**src/rtl/brp_pkg.sv**
```systemverilog
package brp_pkg;

  // Four-state confidence counter; the upper bit is the taken guess.
  typedef enum logic [1:0] {
    CNT_SNT = 2'd0,
    CNT_WNT = 2'd1,
    CNT_WT  = 2'd2,
    CNT_ST  = 2'd3
  } cntState_e;

  // Strobes from the control module to the table datapath.
  typedef struct packed {
    logic cntWr;   // train the counter of the update entry
    logic cntUp;   // direction of the training step
    logic tgtWr;   // write the target and set the valid flag
  } tblStrobe_t;

  function automatic cntState_e satStep(cntState_e cur, logic up);
    cntState_e nxt;
    if (up) nxt = (cur == CNT_ST)  ? CNT_ST  : cntState_e'(cur + 2'd1);
    else    nxt = (cur == CNT_SNT) ? CNT_SNT : cntState_e'(cur - 2'd1);
    return nxt;
  endfunction

endpackage

```
**src/rtl/brp_ctrl.sv**
```systemverilog
module brp_ctrl
  import brp_pkg::*;
#(
  parameter int ADDR_W = 32
) (
  input  logic              clk,
  input  logic              rstN,
  input  logic              updValid,
  input  logic              updTaken,
  input  logic [ADDR_W-1:0] updTarget,
  input  logic              updPredTaken,
  input  logic [ADDR_W-1:0] updPredTarget,
  output tblStrobe_t        strb,
  output logic              mispredict
);

  logic dirWrong;
  logic tgtWrong;

  // Direction disagreement, or agreement on taken with a different target.
  always_comb begin
    dirWrong   = updPredTaken ^ updTaken;
    tgtWrong   = updPredTaken & updTaken & (updPredTarget != updTarget);
    mispredict = updValid & (dirWrong | tgtWrong);
  end

  always_comb begin
    strb.cntWr = updValid;
    strb.cntUp = updTaken;
    strb.tgtWr = updValid & updTaken;
  end

  // an idle update port never requests a flush
  a_r7_idle_no_flush: assert property (@(posedge clk) disable iff (!rstN)
    !updValid |-> !mispredict);

  // a matching taken prediction with matching target never flushes
  a_r7_match_no_flush: assert property (@(posedge clk) disable iff (!rstN)
    (updValid && updPredTaken && updTaken && updPredTarget == updTarget) |-> !mispredict);

endmodule

```
**src/rtl/brp_datapath.sv**
```systemverilog
module brp_datapath
  import brp_pkg::*;
#(
  parameter int ENTRIES     = 16,
  parameter int ADDR_W      = 32,
  parameter int OFFSET_BITS = 2
) (
  input  logic              clk,
  input  logic              rstN,
  input  logic [ADDR_W-1:0] fetchPc,
  input  logic [ADDR_W-1:0] updPc,
  input  logic [ADDR_W-1:0] updTarget,
  input  tblStrobe_t        strb,
  output logic              predTaken,
  output logic              predHit,
  output logic [ADDR_W-1:0] predTarget
);

  localparam int IDX_W = (ENTRIES > 1) ? $clog2(ENTRIES) : 1;

  logic [IDX_W-1:0]   fetchIdx;
  logic [IDX_W-1:0]   updIdx;
  logic [ENTRIES-1:0] entrySel;
  logic [ENTRIES-1:0] validVec;
  cntState_e          cntTab [ENTRIES];
  logic [ADDR_W-1:0]  tgtTab [ENTRIES];

  assign fetchIdx = fetchPc[OFFSET_BITS +: IDX_W];
  assign updIdx   = updPc[OFFSET_BITS +: IDX_W];

  // One-hot decode of the entry being trained.
  for (genvar gi = 0; gi < ENTRIES; gi++) begin : g_sel
    assign entrySel[gi] = (updIdx == IDX_W'(gi));
  end

  always_ff @(posedge clk) begin
    if (!rstN) begin
      validVec <= '0;
      for (int e = 0; e < ENTRIES; e++) begin
        cntTab[e] <= CNT_WNT;
        tgtTab[e] <= '0;
      end
    end else begin
      for (int e = 0; e < ENTRIES; e++) begin
        if (entrySel[e] && strb.cntWr) cntTab[e] <= satStep(cntTab[e], strb.cntUp);
        if (entrySel[e] && strb.tgtWr) begin
          tgtTab[e]   <= updTarget;
          validVec[e] <= 1'b1;
        end
      end
    end
  end

  // Lookup reads the registered tables, so a same-cycle write is not seen.
  always_comb begin
    predHit    = validVec[fetchIdx];
    predTaken  = predHit & cntTab[fetchIdx][1];
    predTarget = predHit ? tgtTab[fetchIdx] : '0;
  end

  // a taken step from strong taken stays strong taken
  a_r5_sat_high: assert property (@(posedge clk) disable iff (!rstN)
    (strb.cntWr && strb.cntUp && cntTab[updIdx] == CNT_ST) |=> cntTab[$past(updIdx)] == CNT_ST);

  // a not-taken step from strong not-taken stays there
  a_r5_sat_low: assert property (@(posedge clk) disable iff (!rstN)
    (strb.cntWr && !strb.cntUp && cntTab[updIdx] == CNT_SNT) |=> cntTab[$past(updIdx)] == CNT_SNT);

  // a target write lands the resolved destination and the valid flag
  a_r6_tgt_written: assert property (@(posedge clk) disable iff (!rstN)
    strb.tgtWr |=> (tgtTab[$past(updIdx)] == $past(updTarget)) && validVec[$past(updIdx)]);

  // target writes only accompany a taken training step
  a_r6_tgt_only_taken: assert property (@(posedge clk) disable iff (!rstN)
    strb.tgtWr |-> (strb.cntWr && strb.cntUp));

  // no update strobe, no change in validity
  a_r10_idle_stable: assert property (@(posedge clk) disable iff (!rstN)
    !strb.cntWr |=> $stable(validVec));

  // valid flags never clear outside reset
  a_r6_valid_sticky: assert property (@(posedge clk) disable iff (!rstN)
    1'b1 |=> (($past(validVec) & ~validVec) == '0));

endmodule

```
**src/rtl/brp_top.sv**
```systemverilog
module brp_top
  import brp_pkg::*;
#(
  parameter int ENTRIES     = 16,
  parameter int ADDR_W      = 32,
  parameter int OFFSET_BITS = 2
) (
  input  logic              clk,
  input  logic              rstN,
  input  logic [ADDR_W-1:0] fetchPc,
  output logic              predTaken,
  output logic              predHit,
  output logic [ADDR_W-1:0] predTarget,
  input  logic              updValid,
  input  logic [ADDR_W-1:0] updPc,
  input  logic              updTaken,
  input  logic [ADDR_W-1:0] updTarget,
  input  logic              updPredTaken,
  input  logic [ADDR_W-1:0] updPredTarget,
  output logic              mispredict
);

  tblStrobe_t strb;

  brp_ctrl #(.ADDR_W(ADDR_W)) u_ctrl (
    .clk           (clk),
    .rstN          (rstN),
    .updValid      (updValid),
    .updTaken      (updTaken),
    .updTarget     (updTarget),
    .updPredTaken  (updPredTaken),
    .updPredTarget (updPredTarget),
    .strb          (strb),
    .mispredict    (mispredict)
  );

  brp_datapath #(
    .ENTRIES     (ENTRIES),
    .ADDR_W      (ADDR_W),
    .OFFSET_BITS (OFFSET_BITS)
  ) u_dp (
    .clk        (clk),
    .rstN       (rstN),
    .fetchPc    (fetchPc),
    .updPc      (updPc),
    .updTarget  (updTarget),
    .strb       (strb),
    .predTaken  (predTaken),
    .predHit    (predHit),
    .predTarget (predTarget)
  );

  // a taken guess only comes from a valid entry
  a_r3_taken_needs_hit: assert property (@(posedge clk) disable iff (!rstN)
    predTaken |-> predHit);

  // an invalid entry exposes no target
  a_r3_no_tgt_on_miss: assert property (@(posedge clk) disable iff (!rstN)
    !predHit |-> (predTarget == '0));

endmodule

```
**config.mk**
```make
export PLATFORM = sky130hd
export DESIGN_NAME = brp_top
export DESIGN_NICKNAME = d
export VERILOG_FILES = /design/src/rtl/brp_pkg.sv /design/src/rtl/brp_ctrl.sv /design/src/rtl/brp_datapath.sv /design/src/rtl/brp_top.sv
export SDC_FILE = /design/constraint.sdc
export NUM_CORES = 1
export LEC_CHECK = 0
export BUFFER_PORTS_ARGS = -buffer_cell sky130_fd_sc_hd__buf_2
export CORE_ASPECT_RATIO = 1.75
export CORE_MARGIN = 4
export CORE_UTILIZATION = 60
export CTS_BUF_LIST = sky130_fd_sc_hd__clkbuf_8
export CTS_CLUSTER_SIZE = 12
export DETAILED_ROUTE_END_ITERATION = 8
export GPL_ROUTABILITY_DRIVEN = 0
export PLACE_DENSITY = 0.9
export SLEW_MARGIN = 20
export SYNTH_ARGS = -nofsm -noshare
export SYNTH_HDL_FRONTEND = slang
export SYNTH_HIERARCHICAL = 1
export SYNTH_SLANG_ARGS = --single-unit
```
**constraint.sdc**
```tcl
create_clock -name clk -period 6.8 [get_ports clk]
set_input_delay 0.68 -clock clk [delete_from_list [all_inputs] [get_ports clk]]
set_output_delay 0.68 -clock clk [all_outputs]
set_load 0.02 [all_outputs]
```
==> results of run 1 <==
==> metal layers <==
layer  wire (um)  share of wire (%)
met1       19400                 31
met2       32300                 52
met3        8210                 13
met4        2620                4.2
met5           0                  0
==> state kept, by name, indices dropped and copies added (netlist names) <==
| name | count |
|---|---|
| u_dp/cntTab | 32 |
| u_dp/tgtTab | 512 |
| u_dp/validVec | 16 |
==> layout by cell type, fill, tap and decap left out, types with 4 or more instances in the layout <==
master	netlist	final
clkinv_2	0	9
a21oi_1	15	15
inv_6	0	4
nand3_1	6	4
nor4_1	8	7
edfxtp_1	544	544
or2_2	4	4
dfxtp_1	16	16
clkinv_1	0	14
buf_2	26	108
buf_4	4	24
mux4_2	136	136
a21oi_2	29	29
o21ai_0	44	38
a211oi_1	8	8
a21boi_0	11	11
or3_1	8	8
inv_1	55	77
nor2b_1	7	5
nand2_2	0	8
nor2_1	336	335
nand2_1	70	60
o21a_1	6	6
maj3_1	10	10
a22oi_1	66	66
clkbuf_8	0	74
xor2_1	32	32
o21ai_4	0	6
==> where the power goes <==
| part | total [mW] | internal (mW) | leakage [nW] | switching (mW) |
|---|---|---|---|---|
| registers | 4.09 | 4.02 | 5.33 | 0.0740 |
| logic | 0.581 | 0.215 | 3.01 | 0.366 |
| clock network | 2.27 | 1.06 | 0.739 | 1.21 |
==> cell type report <==
type                            count  area (um2)  area share, %
Multi-Input combinational cell    816        6710           25.6
Timing Repair Buffer              134         747           2.85
Tap cell                          490         613           2.34
Antenna cell                        1        2.50        0.00954
Clock buffer                       74        1020           3.88
Clock inverter                     52         260          0.993
Sequential cell                   560       16700           63.5
Inverter                           57         214          0.816
==> kinds of logic (layout without fill, tap and decap cells) <==
group                      Yosys count  count (layout)  share of synthesized area, %
AOI/OAI and AO/OA                  184             184                          5.29
xor gates and xnor gates            32              32                          1.16
adders and majority gates           11              11                         0.468
buffers and inverters              194             317                          3.49
DFF                                560             560                          69.2
muxes                              136             136                          12.7
other                                0               1                             0
and+or+nand+nor                    453             453                          7.64
==> worst reg2reg max path: stages, from the launching register on <==
cell and delay, ns:
edfxtp_1 0.38, inv_1 0.06, maj3_1 0.33, or3_1 0.32
==> final timing paths <==
check	from	endpoint	slack, ns	cells past startpoint
max	fetchPc[2]	predTarget[3]	2.70	6
min	u_dp/validVec[6]	u_dp/validVec[6]	0.45	2
max reg2reg	u_dp/cntTab[7][0]	u_dp/cntTab[7][0]	5.44	3
min reg2reg	u_dp/validVec[6]	u_dp/validVec[6]	0.45	2
==> results.md, run 1 <==
* Post-Place Setup Slack at ~2.7 ns
* Setup TNS at 0 ns
* CTS tree: done
* Met2 usage at approximately 50%
* Clk_lat worst skew at 0.63 ns
* CP Class: primary input to output port
* Design Area, Final at approximately 0.026 mm2
* DRC at 0
* Post-synthesis cell count at 1,570
* Worst Skew at 0.00645 ns
* Wirelength per Cell at 28.6 um
* Grt ovf at 0
* Fin. max-slew vios at 0
* Synthesis-to-layout area growth at 8.97%
* Total power at 6.94 mW
* Largest stage delay, worst path at 0.80 ns
* CTS Buf Count at 72
* Startpoint class of the critical path: primary input
* Syn avg cell area at 15.3 um2
* Met3 usage at 7.45%
* CTS root buffer: clkbuf_8
* Post-synth top cells: edfxtp_1, nor2_1, mux4_2
* Final HPWL DP at roughly 35,000 um
* Port bufs at 111
* Top FF cell, synth: edfxtp_1
* DRC marker count from the first detailed-route iteration at 2,201
* Outcome: completed
* GRT met1 Usage at 33.8%
* EDFF count, synth at approximately 540
* Synth warnings at 6
* P_leak at 9.08 nW
* Post-CTS setup buffers at 0
* Maximum fanout along the worst path at 67
* Chip width at 159 um
* Core area at 0.0394 mm2
* Num rows at 96
* Layout Utilization at 66.6%
* Clk sinks at between 500 and 600
* IO Count at 168
* Post-Layout Cell Count at approximately 2,200
* Largest delay contributor family on the critical path: buffers and inverters
* GR Util All Layers at 28.7%
* DR pass1 iterations at 7
* CP Data Required Time at 6.12 ns
* Hold Vio Cnt, Final at 0
* Worst setup margin at 2.70 ns
* Via count at between 10,000 and 15,000
* Share of the synthesized area in the top cell type at 67.9%
* Crit path time final at between 4 and 5 ns
* RSZ-0062 raised after global routing: no
* Layout Nets at 1,775
* Post_cts resized at 0
* Top-count cell post-synth: edfxtp_1
* Synth unique cells at 40
* Layout filler cell count at between 2,000 and 2,500
* Worst hold path type: flop to flop
* Max rail drop VDD at 0.000143 V
* Syn_nets at 1,704
* Starting Density at 61.1%
* Final setup vio count at 0
* Slowest-stage cell, CP: nor2_8
* Pwr dens at 265 mW/mm2
* H-Tree Depth at 3
* Routed WL at 62,500 um
* Layout cells sized above 1 at 24.8%
* Worst-Margin Slew at 1.15 ns
* Seq/Total Area, Yosys at 69.2%
* Max_slew headroom at ~23%
* Worst path cell trace: buf_8 -> mux4_2 -> a22o_1 -> nor2_8 -> a21oi_1 -> buf_2
* Fmax at 0.244 GHz
* Vias in the first global route at 15,500
* Yosys top cell by area: edfxtp_1
* Seq cells post-synth at 560
* Largest net degree at the start of global routing at 74
* Max_cap viols at 0
* Post-Synthesis Cell Area at roughly 0.024 mm2
* Vias per cell at approximately 6.8
* Clock Pin Slew Worst Setup and Hold Paths at approximately 0.06 ns
* Initial antenna violation count at 1
* Crit end category: output port
* Synth top area cells: edfxtp_1, mux4_2, nor2_1
* Period Utilization, post-route at 60.3%
* Clock buffer depth at 3
* Async SR Flop Fraction at 0%
* GR peak layer: met2
* Final ANT Viol Nets at 0
* Full die area at between 0.04 and 0.05 mm2
* WHS at 0.453 ns
* Arrival @ worst endpoint at between 3 and 4 ns
* Placed cells at 2,057
* Die Y at 273 um
* Hold Buf Count CTS at 0
* DP Area at 0.0249 mm2
* First-pass GRT wire length at 92,900 um
* WP buf/inv at 2
No activity file was read; power rests on OpenSTA's default activity.
==> inputs of run 2 (changes only) <==
- clock period: 6.8 -> 3.95 ns (I/O delays scaled with it)
==> run 2 against run 1 <==
Effect of this change: largest cell class unchanged; worst hold slack worse by 0.16 ns; flip-flop and latch count is the same; global-route usage rose by 0.11 points; via count decreased by 0.17%; largest power group unchanged; clock power is 74% higher; register-to-register slack worse by 2.9 ns; critical path depth stayed put; count of clock-buffer cells in the layout rose by 1; wire length increased by 0.59%; critical path type is now flop to output port; setup slack got worse by 1.9 ns; utilization up 0.56 points; final cell count grew 0.96%.
==> results.md, run 2 (same netlist as run 1, synthesis figures left out) <==
* DR pass1 iterations at 5 (-2)
* Final setup vio count at 0 (unchanged)
* Worst Skew at 0.00639 ns (-0.0000668 ns)
* Synthesis-to-layout area growth at 9.89%
* P_leak at 9.19 nW (+1.2%)
* Post-CTS setup buffers at 0 (unchanged)
* Layout Utilization at 67.1% (+0.56 points)
* Reg with most FFs: u_dp/tgtTab
* Wirelength per Cell at 28.5 um (-0.36%)
* Maximum fanout along the worst path at 20 (-70%)
* Clk network pwr share at 32.9% (+0.2 points)
* Total power at 12.0 mW (+73%)
* Starting Density at 61.1% (unchanged)
* Vias per cell at 6.69 (-1.1%)
* CP Data Required Time at 3.56 ns (-2.56 ns)
* Hold Buf Count CTS at 0 (unchanged)
* CP Class: flop to output port
* Arrival @ worst endpoint at 2.76 ns (-0.66 ns)
* Clock buffer depth at 3 (unchanged)
* Max reg flops at 512 (unchanged)
* Full die area at 0.0435 mm2 (unchanged)
* Max_slew headroom at 38.3% (+15 points)
* Largest net degree at the start of global routing at 129 (+74%)
* Pwr dens at 454 mW/mm2 (+72%)
* Vias in the first global route at 15,300 (-1.0%)
* Max rail drop VDD at 0.000230 V (+60%)
* Clk sinks at 560 (unchanged)
* Part of the power in registers at 58.5% (-0.4 points)
* Hold Vio Cnt, Final at 0 (unchanged)
* Grt ovf at 0 (unchanged)
* Clk_lat worst skew at 0.62 ns (about the same)
* Layout Nets at 1,795 (+1.1%)
* First-pass GRT wire length at 93,200 um (+0.34%)
* RSZ-0062 raised after global routing: no
* DRC marker count from the first detailed-route iteration at 1,873 (-15%)
* Crit end category: output port
* Num rows at 96 (unchanged)
* Max_cap viols at 0 (unchanged)
* CTS tree: done
* Outcome: completed
* Routed WL at 62,900 um (+0.59%)
* Sw power at 2.82 mW (+71%)
* Worst hold path type: primary input to flop
* Period Utilization, post-route at 79.8%
* Post_cts resized at 0 (unchanged)
* Worst-Margin Slew at 0.917 ns (-0.231 ns)
* Die Y at 273 um (unchanged)
* Fin. max-slew vios at 0 (unchanged)
* Final HPWL DP at 37,100 um (+6.6%)
* DRC at 0 (unchanged)
* Clock Pin Slew Worst Setup and Hold Paths at 0.06 ns (about the same)
* WHS at 0.294 ns (-0.159 ns)
* Fmax at 0.317 GHz
* CTS root buffer: clkbuf_8
* Setup TNS at 0 ns (unchanged)
* R2r setup slk at 2.59 ns (-2.85 ns)
* Core area at 0.0394 mm2 (unchanged)
* Port bufs at 111 (unchanged)
* Gate power share at 8.5% (about the same)
* Initial antenna violation count at 2 (+1)
* CTS Buf Count at 72 (unchanged)
* Chip width at 159 um (unchanged)
* GR Util All Layers at 28.8% (+0.11 points)
* Crit path time final at 3.15 ns
* Layout cells sized above 1 at 25.7% (+0.88 points)
* H-Tree Depth at 3 (unchanged)
* IO Count at 168 (unchanged)
* Sw frac at 23.5% (-0.32 points)
* Commonest non-fill, non-tap cells in the layout: edfxtp_1, nor2_1, mux4_2
* Biggest regs: u_dp/tgtTab x512, u_dp/cntTab x32, u_dp/validVec x16
* Startpoint class of the critical path: flop
* Internal at 9.19 mW (+74%)
* Final ANT Viol Nets at 0 (unchanged)
* Most common cell after layout, fill and taps aside: edfxtp_1
* Via count at 14,800 (-0.17%)
## run 2: cell types whose count changed in the layout (fill, tap and decap cells not counted), moves of 2 or more
cell and change:
clkinv_1 +4, inv_6 -4, inv_1 -5, buf_12 +5, nand2_2 +2, buf_4 +15, nand2_4 -2, clkinv_2 +2
## run 2: critical path: stages (launching register included)
cell and delay [ns]:
dfxtp_1 0.32, mux4_2 0.49, a22o_1 0.28, nor2_8 0.42
buf_12 0.30, a21oi_1 0.13, buf_2 0.19
## run 2: area by class of cell
type | count | area, um2
Sequential cell | 560 | 16700
Fill cell | 2433 | 13000
Multi-Input combinational cell | 816 | 6690
Clock buffer | 75 | 1030
Timing Repair Buffer | 154 | 960
Tap cell | 490 | 613
Clock inverter | 51 | 269
Inverter | 57 | 214
Antenna cell | 2 | 5.00
## run 2: per-layer routing
| layer | up-vias | GRT usage [%] | wire length, um |
|---|---|---|---|
| met3 | 220 | 5.67 | 7310 |
| met4 | 0 | 14.2 | 3060 |
| met1 | 7268 | 35.1 | 19700 |
| met5 | - | 0 | 0 |
| li1 | 6036 | - | - |
| met2 | 1234 | 49.7 | 32800 |
## run 2: final timing paths
kind | endpoint | cells past startpoint | startpoint
setup / recovery | predTarget[2] | 6 | u_dp/validVec[5]
hold / removal | u_dp/validVec[1] | 4 | updPc[3]
setup reg to reg | u_dp/cntTab[5][0] | 3 | u_dp/cntTab[5][0]
hold reg to reg | u_dp/validVec[9] | 2 | u_dp/validVec[9]
## run 2: power by group through the flow
stage / Clock [mW] / Sequential, mW / Combinational (mW)
2_1_floorplan: 0 / 7.10 / 0.668
3_3_place_gp: 0 / 7.10 / 0.976
3_5_place_dp: 0 / 7.15 / 1.01
4_1_cts: 3.98 / 7.02 / 1.02
5_1_grt: 4.28 / 7.05 / 1.08
6_report: 3.95 / 7.03 / 1.03
## run 2: per-stage QoR
step	cells	worst slack, ns	instance area [um2]
floorplan	1570	0.138	24100
global placement	2077	0.984	25100
detailed placement	2077	0.942	25100
CTS	2203	0.815	26400
global route	2205	0.779	26400
finish	2205	0.799	26400
